File: config.mk
export PLATFORM = sky130hd
export DESIGN_NAME = ctl_pipe_seq
export DESIGN_NICKNAME = d
export VERILOG_FILES = /design/src/rtl/ctl_pipe_pkg.sv /design/src/rtl/ctl_data_counter.sv /design/src/rtl/ctl_toggle_reg.sv /design/src/rtl/ctl_stage_fsm.sv /design/src/rtl/ctl_pipe_seq.sv
export SDC_FILE = /design/constraint.sdc
export NUM_CORES = 1
export LEC_CHECK = 0
export ABC_AREA = 1
export ABC_CLOCK_PERIOD_IN_PS = 2200
export BUFFER_PORTS_ARGS = -buffer_cell sky130_fd_sc_hd__buf_2
export CAP_MARGIN = 20
export CORE_UTILIZATION = 58
export CTS_BUF_LIST = sky130_fd_sc_hd__clkbuf_16
export DETAILED_ROUTE_END_ITERATION = 6
export PLACE_DENSITY = 0.81
export SYNTH_ARGS = -nofsm -noshare
export SYNTH_HDL_FRONTEND = slang
export SYNTH_SLANG_ARGS = --single-unit
File: constraint.sdc
create_clock -name clk -period 2.2 [get_ports clk]
set_input_delay 0.22 -clock clk [delete_from_list [all_inputs] [get_ports clk]]
set_output_delay 0.22 -clock clk [all_outputs]
set_load 0.02 [all_outputs]
File: src/rtl/ctl_pipe_pkg.sv
package ctl_pipe_pkg;

  typedef enum logic [1:0] {
    STG_IDLE   = 2'd0,
    STG_SETUP  = 2'd1,
    STG_DATA   = 2'd2,
    STG_STATUS = 2'd3
  } stage_e;

  typedef enum logic [1:0] {
    TOK_NONE  = 2'd0,
    TOK_SETUP = 2'd1,
    TOK_IN    = 2'd2,
    TOK_OUT   = 2'd3
  } tok_e;

  localparam logic [1:0] RSP_ACK   = 2'd0;
  localparam logic [1:0] RSP_NAK   = 2'd1;
  localparam logic [1:0] RSP_STALL = 2'd2;

  // Number of data packets for a byte count: ceiling division.
  function automatic logic [31:0] pkt_count(input logic [31:0] len, input int unsigned mps);
    return (len + mps - 1) / mps;
  endfunction

  // Token used while a given phase is active.
  function automatic tok_e tok_for(input stage_e s, input logic dir_in, input logic no_data);
    tok_e t;
    case (s)
      STG_SETUP:  t = TOK_SETUP;
      STG_DATA:   t = dir_in ? TOK_IN : TOK_OUT;
      STG_STATUS: t = (no_data || !dir_in) ? TOK_IN : TOK_OUT;
      default:    t = TOK_NONE;
    endcase
    return t;
  endfunction

  // Toggle forced at the start of a phase, chosen by that phase's token.
  function automatic logic init_toggle(input tok_e t);
    return (t == TOK_IN) || (t == TOK_OUT);
  endfunction

endpackage

File: src/rtl/ctl_data_counter.sv
module ctl_data_counter #(
  parameter int LEN_W = 16,
  parameter int MPS   = 64
) (
  input  logic             clk,
  input  logic             rst_n,
  input  logic             load,
  input  logic [LEN_W-1:0] len,
  input  logic             dec,
  output logic             len_zero,
  output logic             last
);
  import ctl_pipe_pkg::*;

  localparam int PKT_W = LEN_W + 1;

  logic [PKT_W-1:0] cnt_q;
  logic [PKT_W-1:0] load_val;

  assign load_val = PKT_W'(pkt_count(32'(len), MPS));
  assign len_zero = (load_val == '0);
  assign last     = (cnt_q == PKT_W'(1));

  always_ff @(posedge clk or negedge rst_n) begin
    if (!rst_n)    cnt_q <= '0;
    else if (load) cnt_q <= load_val;
    else if (dec)  cnt_q <= cnt_q - PKT_W'(1);
  end


  no_underflow_chk: assert property (@(posedge clk) disable iff (!rst_n)
    dec |-> (cnt_q != '0));

endmodule

File: src/rtl/ctl_toggle_reg.sv
module ctl_toggle_reg (
  input  logic clk,
  input  logic rst_n,
  input  logic clear,
  input  logic load,
  input  logic load_val,
  input  logic flip,
  output logic toggle
);
  logic tgl_q;

  always_ff @(posedge clk or negedge rst_n) begin
    if (!rst_n)     tgl_q <= 1'b0;
    else if (clear) tgl_q <= 1'b0;
    else if (load)  tgl_q <= load_val;
    else if (flip)  tgl_q <= ~tgl_q;
  end

  assign toggle = tgl_q;


  flip_inverts_chk: assert property (@(posedge clk) disable iff (!rst_n)
    (flip && !load && !clear) |=> (tgl_q != $past(tgl_q)));

endmodule

File: src/rtl/ctl_stage_fsm.sv
module ctl_stage_fsm (
  input  logic                  clk,
  input  logic                  rst_n,
  input  logic                  start,
  input  logic                  dir_in,
  input  logic                  no_data_in,
  input  logic                  txn_done,
  input  logic [1:0]            txn_resp,
  input  logic                  abort,
  input  logic                  last_data,
  output ctl_pipe_pkg::stage_e  stage,
  output ctl_pipe_pkg::tok_e    token,
  output logic                  start_acc,
  output logic                  stage_enter,
  output ctl_pipe_pkg::tok_e    enter_token,
  output logic                  data_ack,
  output logic                  to_idle,
  output logic                  done,
  output logic                  error
);
  import ctl_pipe_pkg::*;

  stage_e stage_q, stage_d;
  logic   dir_q, dir_d;
  logic   nodata_q, nodata_d;
  logic   done_q, err_q;
  logic   live, acc, ack_evt, stall_evt;

  assign live      = (stage_q != STG_IDLE);
  assign acc       = txn_done && live && !abort;
  assign ack_evt   = acc && (txn_resp == RSP_ACK);
  assign stall_evt = acc && (txn_resp == RSP_STALL);
  assign start_acc = !live && start && !abort;

  always_comb begin
    stage_d  = stage_q;
    dir_d    = dir_q;
    nodata_d = nodata_q;
    case (stage_q)
      STG_IDLE: if (start_acc) begin
        stage_d  = STG_SETUP;
        dir_d    = dir_in;
        nodata_d = no_data_in;
      end
      STG_SETUP: begin
        if (stall_evt)    stage_d = STG_IDLE;
        else if (ack_evt) stage_d = nodata_q ? STG_STATUS : STG_DATA;
      end
      STG_DATA: begin
        if (stall_evt)                 stage_d = STG_IDLE;
        else if (ack_evt && last_data) stage_d = STG_STATUS;
      end
      STG_STATUS: begin
        if (stall_evt || ack_evt) stage_d = STG_IDLE;
      end
      default: stage_d = STG_IDLE;
    endcase
    if (abort) stage_d = STG_IDLE;
  end

  assign stage_enter = (stage_d != stage_q) && (stage_d != STG_IDLE);
  assign enter_token = tok_for(stage_d, dir_d, nodata_d);
  assign data_ack    = ack_evt && (stage_q == STG_DATA);
  assign to_idle     = (stage_d == STG_IDLE);

  always_ff @(posedge clk or negedge rst_n) begin
    if (!rst_n) begin
      stage_q  <= STG_IDLE;
      dir_q    <= 1'b0;
      nodata_q <= 1'b0;
      done_q   <= 1'b0;
      err_q    <= 1'b0;
    end else begin
      stage_q  <= stage_d;
      dir_q    <= dir_d;
      nodata_q <= nodata_d;
      done_q   <= ack_evt && (stage_q == STG_STATUS);
      err_q    <= stall_evt;
    end
  end

  assign stage = stage_q;
  assign token = tok_for(stage_q, dir_q, nodata_q);
  assign done  = done_q;
  assign error = err_q;


  busy_start_ignored_chk: assert property (@(posedge clk) disable iff (!rst_n)
    (live && start && !txn_done && !abort) |=> $stable(stage_q));


  done_single_chk: assert property (@(posedge clk) disable iff (!rst_n)
    done_q |=> !done_q);

endmodule

File: src/rtl/ctl_pipe_seq.sv
module ctl_pipe_seq #(
  parameter int LEN_W = 16,
  parameter int MPS   = 64
) (
  input  logic             clk,
  input  logic             rst_n,
  input  logic             start,
  input  logic             dir_in,
  input  logic [LEN_W-1:0] data_len,
  input  logic             txn_done,
  input  logic [1:0]       txn_resp,
  input  logic             abort,
  output logic [1:0]       token,
  output logic             toggle,
  output logic [1:0]       stage,
  output logic             done,
  output logic             error
);
  import ctl_pipe_pkg::*;

  stage_e stage_w;
  tok_e   token_w;
  tok_e   enter_tok_w;
  logic   start_acc_w, stage_enter_w, data_ack_w, to_idle_w;
  logic   len_zero_w, last_w, toggle_w;

  ctl_stage_fsm u_fsm (
    .clk         (clk),
    .rst_n       (rst_n),
    .start       (start),
    .dir_in      (dir_in),
    .no_data_in  (len_zero_w),
    .txn_done    (txn_done),
    .txn_resp    (txn_resp),
    .abort       (abort),
    .last_data   (last_w),
    .stage       (stage_w),
    .token       (token_w),
    .start_acc   (start_acc_w),
    .stage_enter (stage_enter_w),
    .enter_token (enter_tok_w),
    .data_ack    (data_ack_w),
    .to_idle     (to_idle_w),
    .done        (done),
    .error       (error)
  );

  ctl_data_counter #(.LEN_W(LEN_W), .MPS(MPS)) u_cnt (
    .clk      (clk),
    .rst_n    (rst_n),
    .load     (start_acc_w),
    .len      (data_len),
    .dec      (data_ack_w),
    .len_zero (len_zero_w),
    .last     (last_w)
  );

  ctl_toggle_reg u_tgl (
    .clk      (clk),
    .rst_n    (rst_n),
    .clear    (to_idle_w),
    .load     (stage_enter_w),
    .load_val (init_toggle(enter_tok_w)),
    .flip     (data_ack_w),
    .toggle   (toggle_w)
  );

  assign token  = token_w;
  assign stage  = stage_w;
  assign toggle = toggle_w;


  setup_dat0_chk: assert property (@(posedge clk) disable iff (!rst_n)
    (stage_w == STG_SETUP && $past(stage_w) == STG_IDLE) |-> !toggle_w);


  entry_dat1_chk: assert property (@(posedge clk) disable iff (!rst_n)
    ((stage_w == STG_DATA || stage_w == STG_STATUS) && $past(stage_w) != stage_w) |-> toggle_w);


  nak_hold_chk: assert property (@(posedge clk) disable iff (!rst_n)
    (txn_done && txn_resp != RSP_ACK && txn_resp != RSP_STALL && !abort && stage_w != STG_IDLE)
      |=> ($stable(toggle_w) && $stable(stage_w)));


  stall_err_chk: assert property (@(posedge clk) disable iff (!rst_n)
    (txn_done && txn_resp == RSP_STALL && !abort && stage_w != STG_IDLE)
      |=> (error && !done && stage_w == STG_IDLE && !toggle_w));


  abort_idle_chk: assert property (@(posedge clk) disable iff (!rst_n)
    abort |=> (stage_w == STG_IDLE && !done && !error));


  idle_ignore_chk: assert property (@(posedge clk) disable iff (!rst_n)
    (stage_w == STG_IDLE && !start) |=> (stage_w == STG_IDLE && !done && !error && !toggle_w));


  done_err_excl_chk: assert property (@(posedge clk) disable iff (!rst_n)
    !(done && error));

endmodule

### Word-level counts from Yosys, hierarchy flattened

Cells that the tools add are included.

| word-level totals | value |
|---|---|
| register bits after elaboration | 24 |
| input bits | 24 |
| output and inout bits | 7 |
| logic and storage cells | 72 |

| operators by class | value |
|---|---|
| add/subtract/negate cells | 3 |
| equal/unequal tests | 11 |
| multiplexer cells | 24 |
| bitwise operators | 1 |
| reductions and logical operators | 26 |

Operators by type and width:

| cell | number |
|---|---|
| $mux W17 | 2 |
| $sub A23 B1 Y23 const B | 1 |
| $add A16 B7 Y17 const B | 1 |
| $eq A17 B1 Y1 const B | 1 |
| $logic_not A17 Y1 | 1 |
| $sub A17 B1 Y17 const B | 1 |
| $eq A2 B2 Y1 const B | 7 |
| $mux W2 | 7 |
| $mux W1 | 12 |
| $pmux W2 S3 | 2 |
| $logic_and A1 B1 Y1 | 10 |
| $pmux W2 S4 | 1 |
| $logic_not A2 Y1 | 3 |
| $reduce_bool A2 Y1 | 3 |
| $eq A2 B1 Y1 const B | 2 |
| $logic_not A1 Y1 | 4 |
| $logic_or A1 B1 Y1 | 4 |
| $reduce_bool A3 Y1 | 1 |
| $ne A2 B2 Y1 | 1 |
| $not A1 Y1 | 1 |

### Longest topological paths before layout

Gate-level depths: netlist of run 1.

| logic depth | value |
|---|---|
| depth after elaboration | 15 |
| mapped depth | 15 |

### Cells and area by module

Synthesis of run 1 repeated with hierarchy kept, for this count alone.

| second synthesis, totals | value |
|---|---|
| cell total of the unflattened synthesis | 294 |
| area, all modules | 1,915.6 µm² |

By module, submodules not included:

| module | times used | cells each | area each (µm²) | seq. area each (µm²) |
|---|---|---|---|---|
| ctl_data_counter | 1 | 214 | 1,395.1 | 425.4 |
| ctl_stage_fsm | 1 | 70 | 456.7 | 150.1 |
| ctl_toggle_reg | 1 | 9 | 60.1 | 25.0 |
| ctl_pipe_seq | 1 | 1 | 3.8 | 0.0 |

### Worst setup path after synthesis of run 1

No wires, ideal clock.

| timing path | value |
|---|---|
| path type | reg2reg |
| start | reg u_cnt.cnt_q[0] |
| end | reg u_cnt.cnt_q[14] |
| setup time | 124 ps |
| data arrival time | 1,581 ps |
| required time | 2,076 ps |
| path slack | 495 ps |
| cell stages (with the launch flop) | 12 |
| buffers on the path | 0 |
| clock period less this slack | 1,705 ps |
| cells stage by stage | dfrtp_1 > inv_1 > ha_1 > inv_1 > nor2_1 > inv_1 > nor2_1 > nand2_1 > o21ai_0 > o211ai_1 > o21ai_0 > nor2_1 |

| between the ends | value |
|---|---|
| cells in the longest elaborated chain, start to end | 3 |

Ends and longest elaborated chain:

| what | line | RTL |
|---|---|---|
| start, declared | ctl_data_counter.sv:17 | `logic [PKT_W-1:0] cnt_q;` |
| start signal, assigned | ctl_data_counter.sv:26 | `else if (load) cnt_q <= load_val;` |
| start signal, assigned | ctl_data_counter.sv:27 | `else if (dec) cnt_q <= cnt_q - PKT_W'(1);` |
| $sub A17 B1 Y17 | ctl_data_counter.sv:27 |  |
| $mux W17 | ctl_data_counter.sv:27 |  |
| $mux W17 | ctl_data_counter.sv:26 |  |

No other way between the ends. The select of a mux whose other input is x is not followed.
A chain may end at the register's enable or synchronous reset.

### Worst setup path after layout of run 1

| timing path | value |
|---|---|
| start | reg u_cnt.cnt_q[1] |
| end | reg u_cnt.cnt_q[14] |

The elaborated chain is that of the path after synthesis.

==> results of run 1 <==
==> registers in the layout (all words and copies together), names as in the netlist, named ones only <==
name	flops
u_fsm.error	1
u_fsm.stage	2
u_fsm.done	1
u_tgl.toggle	1
u_cnt.cnt_q	17
==> critical path: stages (launching register included) <==
cell      delay (ns)
dfrtp_1         0.37
inv_1           0.14
ha_1            0.17
inv_1           0.06
nor2_1          0.19
inv_1           0.11
nor2_1          0.22
nand2_1         0.13
o21ai_0         0.17
o211ai_1        0.10
o21ai_0         0.08
nor2_1          0.06
==> metrics by stage <==
| stage | instances | power (mW) | util, % |
|---|---|---|---|
| after floorplan | 343 | 0.829 | - |
| after global placement | 417 | 0.937 | 68.8 |
| after detailed placement | 417 | 0.948 | 68.8 |
| after CTS | 422 | 1.35 | 71.4 |
| after global routing | 422 | 1.43 | 71.4 |
| final | 422 | 1.34 | 71.4 |
==> power groups by stage <==
stage | Clock, mW | Combinational, mW | Sequential [mW]
2_1_floorplan | 0 | 0.279 | 0.550
3_3_place_gp | 0 | 0.379 | 0.559
3_5_place_dp | 0 | 0.389 | 0.559
4_1_cts | 0.402 | 0.396 | 0.552
5_1_grt | 0.414 | 0.454 | 0.561
6_report | 0.394 | 0.398 | 0.553
==> final timing paths <==
check                                            start                     endpoint  cells after the start
max                         u_cnt.cnt_q[1]$_DFFE_PN0P_  u_cnt.cnt_q[14]$_DFFE_PN0P_                     11
min in group asynchronous                        rst_n   u_cnt.cnt_q[1]$_DFFE_PN0P_                      2
max reg2reg                 u_cnt.cnt_q[1]$_DFFE_PN0P_  u_cnt.cnt_q[14]$_DFFE_PN0P_                     11
min                                             dir_in                         flop                      3
min reg2reg                u_cnt.cnt_q[12]$_DFFE_PN0P_  u_cnt.cnt_q[12]$_DFFE_PN0P_                      2
max in group asynchronous                        rst_n  u_cnt.cnt_q[16]$_DFFE_PN0P_                      2
==> synth_stat cells (all sizes together), types with 2 or more instances <==
cell type  instances
nor3               5
nand2            102
clkbuf             3
o21ai             13
xor2               5
nand3             32
a31oi              3
a32oi              2
nand4              6
o211ai             2
xnor2              4
inv               52
o221ai             3
dfrtp             24
nor2              61
a21oi              9
buf                3
o22ai              3
ha                 4
==> routing by layer <==
layer | GRT usage [%] | routed length, µm
met5 | 0 | 0
met4 | 6.98 | 56
met3 | 3.65 | 284
met2 | 44.6 | 2260
met1 | 37.6 | 2340
==> kinds of logic after synthesis <==
kind of cell | count (synthesis) | synth area share (%)
DFF | 24 | 27.8
AOI/OAI and AO/OA | 40 | 11.7
and+or+nand+nor | 208 | 43.8
adders and majority gates | 4 | 2.32
buffers and inverters | 58 | 10.4
xor gates and xnor gates | 9 | 4.00
==> repair_timing <==
item,4_1_cts,5_1_grt
hold buffers,1,0
setup endpoints to repair,0,0
endpoints found under the hold margin,24,0
==> final cells by class <==
class / instances / area share (%)
Clock inverter: 1 / 0.153
Inverter: 52 / 7.95
Timing Repair Buffer: 35 / 7.74
Tap cell: 46 / 2.34
Sequential cell: 24 / 24.5
Clock buffer: 3 / 3.06
Multi-Input combinational cell: 261 / 54.3
==> reports/results.txt, run 1 <==
Crit path DAT - 2.05 ns
Final TNS setup - 0 ns
CTS H-Tree Depth - 1
Synth Area per Inst - 6.29 µm²
ANT cells - 0
Sw Share - 33.9%
Netlist cell types - 39
Sequential share of power - 41.1%
DRT Pass-1 Iters - 4
Flops & latches, synth - 24
CP startpoint kind - flop
Remaining DRCs - 0
Rows - 21
Asr flop ratio synth - 100%
# IOs - 31
Crit share post-route - 87.1%
First-pass GRT wire length - 8720 µm
Most frequent cells in the layout - nand2_1, nor2_1, inv_1
Starting DRC count in detailed routing - 156
Crit Path Class - reg2reg
Core area - 0.00344 mm²
Synthesized cell area - 0.00216 mm²
Final hold vios - 0
Slew margin rel. - 62.9%
Multi-input logic area - 0.00133 mm²
Final setup fails - 0
Setup WS post-layout - 0.283 ns
Final nets - 405
Hold Worst Slack - 0.204 ns
RSZ-0062 raised after global routing - false
P_int - 0.889 mW
I/O Buffers - 30
Synth warn - 0
Post-synth EDFFs - 0
R2r setup slk - 0.28 ns
Status - completed
Remaining global-route overflow - 0
Critical-path maximum fanout - 5
DR vias - 2233
Worst setup EP type - flop
Hold Crit Class - in2reg
TritonCTS Buffers - 3
Clk pin slew, worst setup/hold paths - 0.06 ns
Maximum vdd drop - 0.639 mV
Detail Placement HPWL - 3880 µm
Layout cells sized above 1 - 17.0%
Post-Syn Instances - 343
Die Area - 0.00397 mm²
Pins Over Slew Limit - 0
CTS tree - done
Syn-to-layout area delta - 13.8%
Initial antenna violation count - 0
Reg area - 601 µm²
PD cells - 547 mW/mm²
Post-CTS resize count - 0
Antenna-violating nets left - 0
Main synth FF type - dfrtp_1
Post-synthesis sequential area ratio - 27.8%
GRT Overall Usage - 27.3%
Initial Util - 62.7%
Largest net degree at the start of global routing - 25
Post-Syn Nets - 371
Worst Max-Slew Pin Slew - 0.556 ns
Avg WL per Cell - 11.7 µm
Final Cell Area - 0.00246 mm²
Filler cell count - 282
Post-place instance area - 0.00237 mm²
Leakage - 1.26 nW
Fmax - 0.522 GHz
Clock buffer depth - 2
Synth area leader - dfrtp_1
Combinational share of power - 29.6%
Max Clock Skew - 0.00617 ns
Worst EP required - 2.34 ns
Sink Count - 24
Clk_lat worst skew - 0.26 ns
Chip width - 63 µm
Postcts setup bufs - 0
Max_cap viols - 0
Die height - 63 µm
Commonest non-fill, non-tap cell in the layout - nand2_1
Top-area cell type share of the netlist area - 27.8%
Net switching power - 0.456 mW
Number of vias per cell - 5.29
Place WS - 0.333 ns
Synth top area cells - dfrtp_1, nand2_1, nor2_1
CTS root buf - clkbuf_16
Clk pwr share - 29.3%
Min cycle time layout - 1.92 ns
GP Congestion - 0.890
Vias in the first global route - 2040
Final WL - 4940 µm
Note: power is estimated with default switching activity, not from simulation.
==> run 2: changes to the inputs <==
--- a/config.mk
+++ b/config.mk
@@ -9,10 +9,11 @@
 export ABC_CLOCK_PERIOD_IN_PS = 2200
 export BUFFER_PORTS_ARGS = -buffer_cell sky130_fd_sc_hd__buf_2
 export CAP_MARGIN = 20
-export CORE_UTILIZATION = 58
+export CORE_UTILIZATION = 57
 export CTS_BUF_LIST = sky130_fd_sc_hd__clkbuf_16
 export DETAILED_ROUTE_END_ITERATION = 6
-export PLACE_DENSITY = 0.81
+export PLACE_DENSITY = 0.8
 export SYNTH_ARGS = -nofsm -noshare
 export SYNTH_HDL_FRONTEND = slang
+export SYNTH_HIERARCHICAL = 1
 export SYNTH_SLANG_ARGS = --single-unit
==> run 2 against run 1 <==
- power is 2.2% higher
- flip-flop and latch count stayed put
- sequential share of layout area is 3.2 points higher
- critical path type unchanged
- sequential power is 3% lower
- via count is 14% lower
- global-route usage is 0.17 points lower
- synthesized cell count is 17% lower
- synthesized area is 13% lower
- clock power is 32% higher
- setup slack worse by 0.13 ns
- routed wire length is 13% lower
==> reports/results.txt, run 2 <==
Synthesized cell area - 0.00187 mm² (-13%)
GRT Overall Usage - 27.1% (-0.17 points)
Remaining DRCs - 0 (unchanged)
CTS tree - done
Max stage delay on crit path - 0.43 ns (+0.06 ns)
Remaining global-route overflow - 0 (unchanged)
CTS root buf - clkbuf_16
DR vias - 1917 (-14%)
Largest reg by FF count - u_cnt/cnt_q
First-pass GRT wire length - 7160 µm (-18%)
Maximum vdd drop - 0.252 mV (-61%)
Most frequent cells in the layout - nand2_1, inv_1, buf_2, nor2_1, dfrtp_1
Final hold vios - 0 (unchanged)
Commonest non-fill, non-tap cell in the layout - nand2_1
Die Area - 0.00352 mm² (-11%)
R2r setup slk - 0.16 ns (-0.13 ns)
Synth Area per Inst - 6.60 µm² (+4.8%)
Crit path DAT - 2.19 ns (+0.14 ns)
PD cells - 632 mW/mm² (+15%)
Antenna-violating nets left - 0 (unchanged)
TritonCTS Buffers - 3 (unchanged)
Initial Util - 60.9% (-1.9 points)
Final setup fails - 0 (unchanged)
CP startpoint kind - flop
Min cycle time layout - 2.04 ns (+0.128 ns)
Number of vias per cell - 5.34 (+0.91%)
Hold Crit Class - in2reg
Layout cells sized above 1 - 21.3% (+4.2 points)
GP Congestion - 0.924 (+3.8%)
Final WL - 4310 µm (-13%)
Synth warn - 6 (+6)
Die height - 59.3 µm (-5.8%)
DRT Pass-1 Iters - 4 (unchanged)
Sink Count - 24 (unchanged)
Initial antenna violation count - 0 (unchanged)
# IOs - 31 (unchanged)
Post-Syn Nets - 310 (-16%)
Pins Over Slew Limit - 0 (unchanged)
Post-Syn Instances - 284 (-17%)
Filler cell count - 302 (+7.1%)
Detail Placement HPWL - 3330 µm (-14%)
Max reg flops - 17 (unchanged)
Clk pin slew, worst setup/hold paths - 0.07 ns (about the same)
Largest net degree at the start of global routing - 25 (unchanged)
Chip width - 59.3 µm (-5.8%)
Max Clock Skew - 0.00441 ns (-0.00176 ns)
Syn-to-layout area delta - 16.1%
CP delay by family, top - simple AND/OR/NAND/NOR gates
RSZ-0062 raised after global routing - false
Leakage - 1.11 nW (-12%)
Worst Max-Slew Pin Slew - 0.536 ns (-0.0205 ns)
CP cell instances - nor2_1 -> nand2_1 -> nor4_1 -> nand3_1 -> nand2_1 -> nand3_1 -> nand2_1 -> nand2_1 -> nand2_2 -> nand2_1 -> nand2_1 -> inv_1 -> o21bai_1 -> a21oi_1
Crit Path Class - reg2reg
Postcts setup bufs - 0 (unchanged)
CP max stage cell - nor4_1
Worst EP required - 2.35 ns (about the same)
Avg WL per Cell - 12.0 µm (+2.6%)
Most numerous cell on the critical path - nand2_1
Final TNS setup - 0 ns (unchanged)
I/O Buffers - 30 (unchanged)
Hold Worst Slack - 0.228 ns (+0.0232 ns)
Rows - 20 (-4.8%)
Status - completed
Worst setup EP type - flop
Fmax - 0.489 GHz (-6.2%)
CTS H-Tree Depth - 1 (unchanged)
Crit share post-route - 92.9% (+5.8 points)
Starting DRC count in detailed routing - 96 (-38%)
Slew margin rel. - 64.3% (+1.4 points)
Clk_lat worst skew - 0.26 ns (about the same)
Buf/Inv on CP - 1 (-2)
Critical-path maximum fanout - 4 (-1)
ANT cells - 0 (unchanged)
Clock buffer depth - 2 (unchanged)
Final nets - 342 (-16%)
Max_cap viols - 0 (unchanged)
Core area - 0.00308 mm² (-11%)
Vias in the first global route - 1718 (-16%)
[run 2: path summary, 6_finish.rpt]
| check | depth (start not counted) | end | start |
|---|---|---|---|
| hold reg to reg | 2 | u_fsm/dir_q$_DFF_PN0_ | u_fsm/dir_q$_DFF_PN0_ |
| setup / recovery | 14 | u_tgl/toggle$_DFFE_PN0P_ | u_cnt/cnt_q[6]$_DFFE_PN0P_ |
| hold / removal | 3 | u_fsm/dir_q$_DFF_PN0_ | dir_in |
| min in group asynchronous | 2 | u_cnt/cnt_q[11]$_DFFE_PN0P_ | rst_n |
| max in group asynchronous | 2 | u_cnt/cnt_q[7]$_DFFE_PN0P_ | rst_n |
| setup reg to reg | 14 | u_tgl/toggle$_DFFE_PN0P_ | u_cnt/cnt_q[6]$_DFFE_PN0P_ |
[run 2: per-layer routing]
| metal | up-vias | wire length [µm] | part of all wire, % | global-route usage (%) |
|---|---|---|---|---|
| met5 | - | 0 | 0 | 0 |
| met4 | 0 | 88 | 2.0 | 12.9 |
| met3 | 9 | 194 | 4.5 | 3.06 |
| met2 | 51 | 2090 | 48 | 45.4 |
| met1 | 870 | 1940 | 45 | 34.5 |
| li1 | 987 | - | - | - |
[run 2: final cells by class]
cell class / instances / area [µm²] / share of cell area, %
Clock buffer: 3 / 75.1 / 3.45
Clock inverter: 1 / 30.0 / 1.38
Inverter: 48 / 184 / 8.46
Multi-Input combinational cell: 206 / 1050 / 48.5
Sequential cell: 24 / 601 / 27.6
Tap cell: 44 / 55.1 / 2.53
Timing Repair Buffer: 33 / 175 / 8.06
[run 2: tightest hold or removal path, cell delays in order]
cell	delay, ns
buf_2	0.09
nand4_1	0.09
nand2_2	0.05
[run 2: what timing repair did]
item,4_1_cts,5_1_grt
hold buffers,1,0
endpoints found under the setup margin,0,1
hold endpoints to repair,24,0
resized for setup,0,1
[run 2: where the power goes]
part           switching (mW)  internal, mW  total, mW  leakage [nW]
clock                   0.159         0.362      0.520        0.0511
sequential             0.0494         0.490      0.539         0.312
combinational           0.201         0.114      0.315         0.750
[run 2: per-stage QoR]
| step | std cells | power [mW] | cell area, µm² | util (%) | setup WS, ns |
|---|---|---|---|---|---|
| 2_1_floorplan | 284 | 0.756 | 1870 | - | 0.0566 |
| 3_3_place_gp | 354 | 0.849 | 2060 | 66.8 | 0.207 |
| 3_5_place_dp | 354 | 0.853 | 2060 | 66.8 | 0.209 |
| 4_1_cts | 359 | 1.38 | 2170 | 70.5 | 0.192 |
| 5_1_grt | 359 | 1.45 | 2170 | 70.7 | 0.0574 |
| 6_report | 359 | 1.37 | 2170 | 70.7 | 0.155 |
